## src/rtl/irqv_pkg.sv

```systemverilog
package irqv_pkg;
   // Word address of a slot's vector in a table of 16-bit words
   function automatic logic [15:0] slot_vec(input logic [15:0] base, input logic [4:0] prio);
      return base + {10'd0, prio, 1'b0};
   endfunction
endpackage

```

## src/rtl/irqv_flag_bank.sv

```systemverilog
module irqv_flag_bank #(
   parameter int          NSLOT     = 32,
   parameter logic [31:0] USED_MASK = 32'hFFFF_FFFF,
   parameter logic [31:0] SOLE_MASK = 32'h0,
   localparam int         PW        = $clog2(NSLOT)
) (
   input  logic             clk,
   input  logic             rst_n,
   input  logic [NSLOT-1:0] set_i,
   input  logic [NSLOT-1:0] swclr_i,
   input  logic             ack_hit_i,
   input  logic [PW-1:0]    ack_idx_i,
   output logic [NSLOT-1:0] flags_o,
   output logic [NSLOT-1:0] clr_pulse_o
);
   logic [NSLOT-1:0] set_m;

   for (genvar i = 0; i < NSLOT; i++) begin : g_slot
      if (USED_MASK[i]) begin : g_live
         logic auto_clr;
         assign auto_clr = ack_hit_i && (ack_idx_i == PW'(i)) && SOLE_MASK[i];
         assign set_m[i] = set_i[i];
         always_ff @(posedge clk) begin
            if (!rst_n) begin
               flags_o[i]     <= 1'b0;
               clr_pulse_o[i] <= 1'b0;
            end else begin
               // a set strobe overrides any clear in the same edge
               flags_o[i]     <= set_i[i] | (flags_o[i] & ~auto_clr & ~swclr_i[i]);
               clr_pulse_o[i] <= auto_clr;
            end
         end
      end else begin : g_tied
         assign flags_o[i]     = 1'b0;
         assign clr_pulse_o[i] = 1'b0;
         assign set_m[i]       = 1'b0;
      end
   end


   set_wins_chk: assert property (@(posedge clk) disable iff (!rst_n)
      (|set_m) |=> ((flags_o & $past(set_m)) == $past(set_m)));

   unused_idle_chk: assert property (@(posedge clk) disable iff (!rst_n)
      (flags_o & ~USED_MASK[NSLOT-1:0]) == '0);

   clr_onehot_chk: assert property (@(posedge clk) disable iff (!rst_n)
      $onehot0(clr_pulse_o));

   shared_noclr_chk: assert property (@(posedge clk) disable iff (!rst_n)
      (clr_pulse_o & ~SOLE_MASK[NSLOT-1:0]) == '0);
endmodule

```

## src/rtl/irqv_gate.sv

```systemverilog
module irqv_gate #(
   parameter int NSLOT    = 32,
   parameter int RST_SLOT = 31,
   parameter int NMI_SLOT = 30
) (
   input  logic [NSLOT-1:0] flags_i,
   input  logic [NSLOT-1:0] en_i,
   input  logic             gie_i,
   output logic [NSLOT-1:0] elig_o
);
   for (genvar i = 0; i < NSLOT; i++) begin : g_gate
      if (i == RST_SLOT) begin : g_rst
         assign elig_o[i] = flags_i[i];
      end else if (i == NMI_SLOT) begin : g_nmi
         assign elig_o[i] = flags_i[i] & en_i[i];
      end else begin : g_mask
         assign elig_o[i] = flags_i[i] & en_i[i] & gie_i;
      end
   end
endmodule

```

## src/rtl/irqv_pick.sv

```systemverilog
module irqv_pick #(
   parameter int NSLOT = 32,
   localparam int PW   = $clog2(NSLOT)
) (
   input  logic             clk,
   input  logic             rst_n,
   input  logic [NSLOT-1:0] elig_i,
   output logic             any_o,
   output logic [PW-1:0]    idx_o
);
   always_comb begin
      idx_o = '0;
      for (int i = 0; i < NSLOT; i++) begin
         if (elig_i[i]) idx_o = PW'(i);
      end
   end
   assign any_o = |elig_i;


   top_wins_chk: assert property (@(posedge clk) disable iff (!rst_n)
      any_o |-> ((elig_i >> idx_o) == NSLOT'(1)));
endmodule

```

## src/rtl/vec_irq_arbiter.sv

```systemverilog
module vec_irq_arbiter #(
   parameter int          NSLOT      = 32,
   parameter int          ADDR_W     = 16,
   parameter logic [15:0] TABLE_BASE = 16'hFFC0,
   parameter int          RST_SLOT   = 31,
   parameter int          NMI_SLOT   = 30,
   parameter logic [31:0] USED_MASK  = 32'hC73C_0000,
   parameter logic [31:0] SOLE_MASK  = 32'h0620_0000,
   localparam int         PW         = $clog2(NSLOT)
) (
   input  logic              clk,
   input  logic              rst_n,
   input  logic [NSLOT-1:0]  flag_set,
   input  logic [NSLOT-1:0]  flag_swclr,
   input  logic [NSLOT-1:0]  slot_en,
   input  logic              gie,
   input  logic              ack,
   output logic              grant_valid,
   output logic [PW-1:0]     grant_prio,
   output logic [ADDR_W-1:0] grant_vec,
   output logic [NSLOT-1:0]  clr_pulse
);
   import irqv_pkg::*;

   initial begin
      assert (NSLOT == 32) else $error("NSLOT must be 32");
      assert (ADDR_W == 16) else $error("ADDR_W must be 16");
      assert (RST_SLOT == NSLOT-1) else $error("reset slot must be the top slot");
      assert (NMI_SLOT < RST_SLOT) else $error("nonmaskable slot must sit below reset");
      assert ((32'(TABLE_BASE) + 2*NSLOT) <= 32'h1_0000) else $error("table overruns address space");
   end

   logic [NSLOT-1:0] flags, elig;
   logic             any;
   logic [PW-1:0]    win;
   logic             ack_hit;

   assign ack_hit = ack & grant_valid;

   irqv_flag_bank #(.NSLOT(NSLOT), .USED_MASK(USED_MASK), .SOLE_MASK(SOLE_MASK)) u_bank (
      .clk(clk), .rst_n(rst_n), .set_i(flag_set), .swclr_i(flag_swclr),
      .ack_hit_i(ack_hit), .ack_idx_i(grant_prio),
      .flags_o(flags), .clr_pulse_o(clr_pulse));

   irqv_gate #(.NSLOT(NSLOT), .RST_SLOT(RST_SLOT), .NMI_SLOT(NMI_SLOT)) u_gate (
      .flags_i(flags), .en_i(slot_en), .gie_i(gie), .elig_o(elig));

   irqv_pick #(.NSLOT(NSLOT)) u_pick (
      .clk(clk), .rst_n(rst_n), .elig_i(elig), .any_o(any), .idx_o(win));

   always_ff @(posedge clk) begin
      if (!rst_n) begin
         grant_valid <= 1'b0;
         grant_prio  <= '0;
         grant_vec   <= '0;
      end else begin
         grant_valid <= any;
         grant_prio  <= win;
         grant_vec   <= any ? slot_vec(TABLE_BASE, win) : '0;
      end
   end


   vec_map_chk: assert property (@(posedge clk) disable iff (!rst_n)
      grant_valid |-> (grant_vec[0] == 1'b0 && grant_vec >= TABLE_BASE));

   mask_gie_chk: assert property (@(posedge clk) disable iff (!rst_n)
      (grant_valid && 32'(grant_prio) < NMI_SLOT) |-> $past(gie));

   reset_idle_chk: assert property (@(posedge clk)
      $rose(rst_n) |-> (!grant_valid && clr_pulse == '0));
endmodule

```

## config.mk

```make
export PLATFORM = sky130hd
export DESIGN_NAME = vec_irq_arbiter
export DESIGN_NICKNAME = d
export VERILOG_FILES = /design/src/rtl/irqv_pkg.sv /design/src/rtl/irqv_flag_bank.sv /design/src/rtl/irqv_gate.sv /design/src/rtl/irqv_pick.sv /design/src/rtl/vec_irq_arbiter.sv
export SDC_FILE = /design/constraint.sdc
export NUM_CORES = 1
export LEC_CHECK = 0
export BUFFER_PORTS_ARGS = -buffer_cell sky130_fd_sc_hd__buf_4
export CAP_MARGIN = 20
export CORE_MARGIN = 3
export CORE_UTILIZATION = 32
export DETAILED_ROUTE_END_ITERATION = 8
export MAX_ROUTING_LAYER = met4
export PLACE_DENSITY = 0.88
export SYNTH_ARGS = -nofsm -noshare
export SYNTH_HDL_FRONTEND = slang
export SYNTH_SLANG_ARGS = --single-unit
```

## constraint.sdc

```tcl
create_clock -name clk -period 1.3 [get_ports clk]
set_input_delay 0.195 -clock clk [delete_from_list [all_inputs] [get_ports clk]]
set_output_delay 0.195 -clock clk [all_outputs]
set_load 0.05 [all_outputs]
```

After elaboration in Yosys (flattened, before gate mapping) --
Index checks and enable logic that the tools add are counted.
Cells by class: add/sub/neg operators 1, equality and inequality tests 3, muxes and demuxes 9, bitwise operators 49, reduce and logical (&&, ||, !) cells 5
Operator list (number):
- two-way mux 5 bit | 9
- AND 1 bit | 28
- equality test 5 bit (second input constant) | 3
- inverter 1 bit | 12
- OR 1 bit | 9
- OR reduction 9 bit | 1
- adder 7 x 7 -> 8 bit (first input constant) | 1
- logical AND 1 bit | 3
- AND reduction 2 bit | 1
Storage, ports and cells: register bits 34, input port bits 100, output and inout port bits 54

Longest topological paths before layout --
word-level depth 12, mapped depth 4, gate-level depth less buffers 4

Modules after synthesis --
From an unflattened synthesis, not the netlist that was laid out.
Unflattened totals: cells, all modules 230, area, all modules 1866.8 sq um
By module, submodules not included:
- irqv_flag_bank | times used 1, cells an instance 96, area an instance 852.1 sq um
- vec_irq_arbiter | times used 1, cells an instance 37, area an instance 421.7 sq um
- irqv_pick | times used 1, cells an instance 62, area an instance 366.6 sq um
- irqv_gate | times used 1, cells an instance 35, area an instance 226.5 sq um

Worst setup path after synthesis --
Ideal clock, no wire load.
path kind register -> register, from register grant_valid, to register u_bank.flags_o[21], arrival 1.188 ns, slack -0.003 ns, cell stages (with the launch flop) 5, path buffers 0, period minus slack after synthesis 1.303 ns, path through dfxtp_1 nand4b_1 nor2_1 nor3b_1 o21a_1
Between the ends: cells in the longest elaborated chain, start to end 6
RTL lines:
- start, declared | line vec_irq_arbiter.sv:18 | output logic grant_valid,
- start signal, assigned | line vec_irq_arbiter.sv:57 | grant_valid <= any;
- AND 1 bit | line vec_irq_arbiter.sv:38 | assign ack_hit = ack & grant_valid;
- logical AND 1 bit | line irqv_flag_bank.sv:21 | assign auto_clr = ack_hit_i && (ack_idx_i == PW'(i)) && SOLE_MASK[i];
- inverter 1 bit | line irqv_flag_bank.sv:29 | flags_o[i] <= set_i[i] | (flags_o[i] & ~auto_clr & ~swclr_i[i]);
- AND 1 bit (2 in series) | line irqv_flag_bank.sv:29
- OR 1 bit | line irqv_flag_bank.sv:29
- end signal, assigned by index | line irqv_flag_bank.sv:29
- end, declared | line irqv_flag_bank.sv:13 | output logic [NSLOT-1:0] flags_o,
No other way between the ends. A chain may end at the register's enable or synchronous reset.

Worst setup path after layout --
from register u_bank.flags_o[19], to register grant_vec[1]
Between the ends: cells in the longest elaborated chain, start to end 11
RTL lines:
- AND 1 bit (*) (2 in series) | line irqv_gate.sv:17 | assign elig_o[i] = flags_i[i] & en_i[i] & gie_i;
- two-way mux 5 bit (8 in series) | line irqv_pick.sv:14 | if (elig_i[i]) idx_o = PW'(i);
- adder 7 x 7 -> 8 bit | line irqv_pkg.sv:4 | return base + {10'd0, prio, 1'b0};
- end signal, assigned | line vec_irq_arbiter.sv:59 | grant_vec <= any ? slot_vec(TABLE_BASE, win) : '0;
- end, declared | line vec_irq_arbiter.sv:20 | output logic [ADDR_W-1:0] grant_vec,
Every way passes the cells marked *; elsewhere a longest branch is shown, timed or not.

==> impl_metrics.csv <==
group,metric,value,unit
run_status,outcome,"completed",
layout,final_cell_mix,"59 x buf_4, 30 x conb_1, 19 x dfxtp_1, 13 x o21a_1, 8 x nor2b_1",
timing,timing.hold.ws,0.1345,ns
logic_synthesis,synth_compound_area_share,18.67,%
logic_synthesis,synth_top_family_by_area,"buffers and inverters",
placement,globalplace.congestion,0.7374,
die,rows,21,
cts,cts_made_buffers,3,
grt,grt_overflow,0,
timing,skew,0.0007452,ns
drt,drt_first_iter_violations,21,
cts,htreeDepth,1,
timing,min_period,1.270,ns
timing,period_share,97.66,%
grt,grt_pass1_wl,4.008,mm
placement,portBuffers,53,
layout,final_layout_size_suffix_gt1_share,45.20,%
cts,cts_tree,"done",
setup_path,cp_num_buf_inv,0,
setup_path,crit_type,"reg -> reg",
setup_path,slowest_stage,"o41a_1",
cts,postCtsSetupRepairBufs,0,
placement,pre_cts_ws,0.02364,ns
layout,nets,278,
drt,drtAntennaViolNets,0,
drt,wirelength,2.566,mm
setup_path,critPathMaxStageDelay,0.45,ns
logic_synthesis,synthSimpleGateAreaFrac,15.64,%
logic_synthesis,yosysWarnings,0,
grt,grt_pass1_vias,861,
logic_synthesis,muxShareOfSynthArea,0,%
timing,slew_viol_final,0,
die,num_io_pins,154,
cts,clkSinkCount,24,
logic_synthesis,synth_top_area_share,40.04,%
power,finalPower,2.180,mW
cts,clkLatencyLatePin,0.26,ns
die,initial_utilization,34.60,%
layout,area_growth,33.79,%
logic_synthesis,syn-instance-count,126,
worst_hold_path,hp-class,"in -> reg",
drt,vias,951,
setup_path,crit_chain,"a22oi_2, nor2_4, o41a_1, o21a_1",
logic_synthesis,post_synth_xor_area_fraction,0,%
power,p_per_area,1358,nW/um2
layout,diodes,0,
cts,root_buffer,"clkbuf_8",
logic_synthesis,synth_top_area_cell,"dfxtp_1",
layout,final_util,46.28,%
layout,fin_area,1605,um2
logic_synthesis,ys_seq_area_share,40.04,%
drt,dr.pass1.iters,4,
power,ir_worst_vdd,0.8497,mV
timing,setup_ws,0.03045,ns
placement,place_area,1511,um2
setup_path,crit_fanout,5,
timing,rsz0062_at_grt,"true",
timing,final-setup-viol-count,0,
die,core-area,3468,um2
timing,fmax,787.7,MHz
setup_path,end_kind,"flip-flop",
logic_synthesis,syn_area,1200,um2
power,leakage,0.7488,nW
logic_synthesis,synth_edf_count,0,
layout,mostFrequentLayoutCell,"buf_4",
setup_path,startpoint_type,"flip-flop",
grt,grt_max_degree,22,
flow_run,drv_cap,0,
grt,antenna_found_initial,0,
die,dieArea,4521,um2
drt,vias_per_cell,4.265,
die,dieHeight,67.24,um
setup_path,critical_path.top_delay_family,"compound AO/OA/AOI/OAI gates",
placement,hpwl,2.071,mm
cts,cts_max_path_buffers,2,
logic_synthesis,synth_seq_cells,24,
drt,post_drt_wl_per_cell,11.51,um
setup_path,worstPathArrival,1.43,ns
cts,hold_buffers,0,
logic_synthesis,async_flop_share,0,%
drt,drcViolationCount,0,
die,die_width,67.24,um
logic_synthesis,synth-adder-area-share,0,%
logic_synthesis,avgSynthCellArea,9.523,um2
setup_path,cp.required,1.46,ns
logic_synthesis,synth_ff_type,"dfxtp_1",
logic_synthesis,ys_types,25,
logic_synthesis,ys_top_cells_by_area,"dfxtp_1 40%, buf_4 24%, o21a_1 8.1%, nor2b_1 4.2%, o41a_2 3.1%",
cts,clkTransAtPathRegs,0.08,ns
timing,hold_viol,0,
grt,grt_use_total,12.06,%
[worst reg2reg max path, stage by stage, from the launching register on]
cell and delay (ns):
dfxtp_2 0.33, a22oi_2 0.20, nor2_4 0.07, o41a_1 0.45, o21a_1 0.13
[through the flow]
| step | TNS (ns) | cells |
|---|---|---|
| after detailed placement | 0 | 219 |
| after floorplan | 0 | 155 |
| after global placement | 0 | 219 |
| after CTS | 0 | 223 |
| after global routing | -0.01240 | 223 |
| final | 0 | 223 |
[sequential cells by signal (all words and copies together) (netlist names)]
signal / cells
u_bank.flags_o: 9
grant_vec: 6
grant_prio: 5
u_bank.clr_pulse_o: 3
grant_valid: 1
[path summary, 6_finish.rpt]
kind                            from                      to  slack (ns)  depth (start not counted)
setup reg to reg  u_bank.flags_o[19]            grant_vec[1]        0.03                          4
setup / recovery  u_bank.flags_o[19]            grant_vec[1]        0.03                          4
hold reg to reg        grant_prio[1]  u_bank.clr_pulse_o[26]        0.52                          2
hold / removal          flag_set[26]      u_bank.flags_o[26]        0.13                          2
[routing by layer]
layer	track usage (%)	share of wire, %	vias up
met5	-	0	-
met4	3.797	1.0	0
met3	3.661	9.7	5
met2	19.26	48	49
met1	14.53	41	430
li1	-	-	467
[synthesized netlist by cell type (3+ instances only)]
master and n:
nand2_1 4, nor2b_1 8, nor2_1 6, o21a_1 13, buf_4 39, dfxtp_1 24, nor3b_1 3, nand3b_1 3
nand4b_1 3, o41a_2 3
[logic make-up (layout without fill, tap and decap cells)]
family	after synthesis	in the layout
DFF	24	24
buffers and inverters	42	64
other	1	30
and+or+nand+nor	32	32
AOI/OAI and AO/OA	27	27
[what timing repair did]
action,in CTS,in global routing
resized for setup,2,6
pin swaps,1,1
endpoints found under the hold margin,0,0
setup endpoints to repair,2,13
[final cells by class]
type                            count  area (um2)
Clock buffer                        3       41.29
Clock inverter                      1       30.03
Fill cell                         351        1863
Inverter                            1       3.754
Multi-Input combinational cell     89       543.0
Sequential cell                    24       486.7
Tap cell                           46       57.56
Timing Repair Buffer               59       442.9
[where the power goes]
group / internal, mW / switching (mW)
clock: 0.411 / 0.227
combinational: 0.206 / 0.510
sequential: 0.789 / 0.0361
total: 1.41 / 0.773
Power figures use the tool's default switching activity.
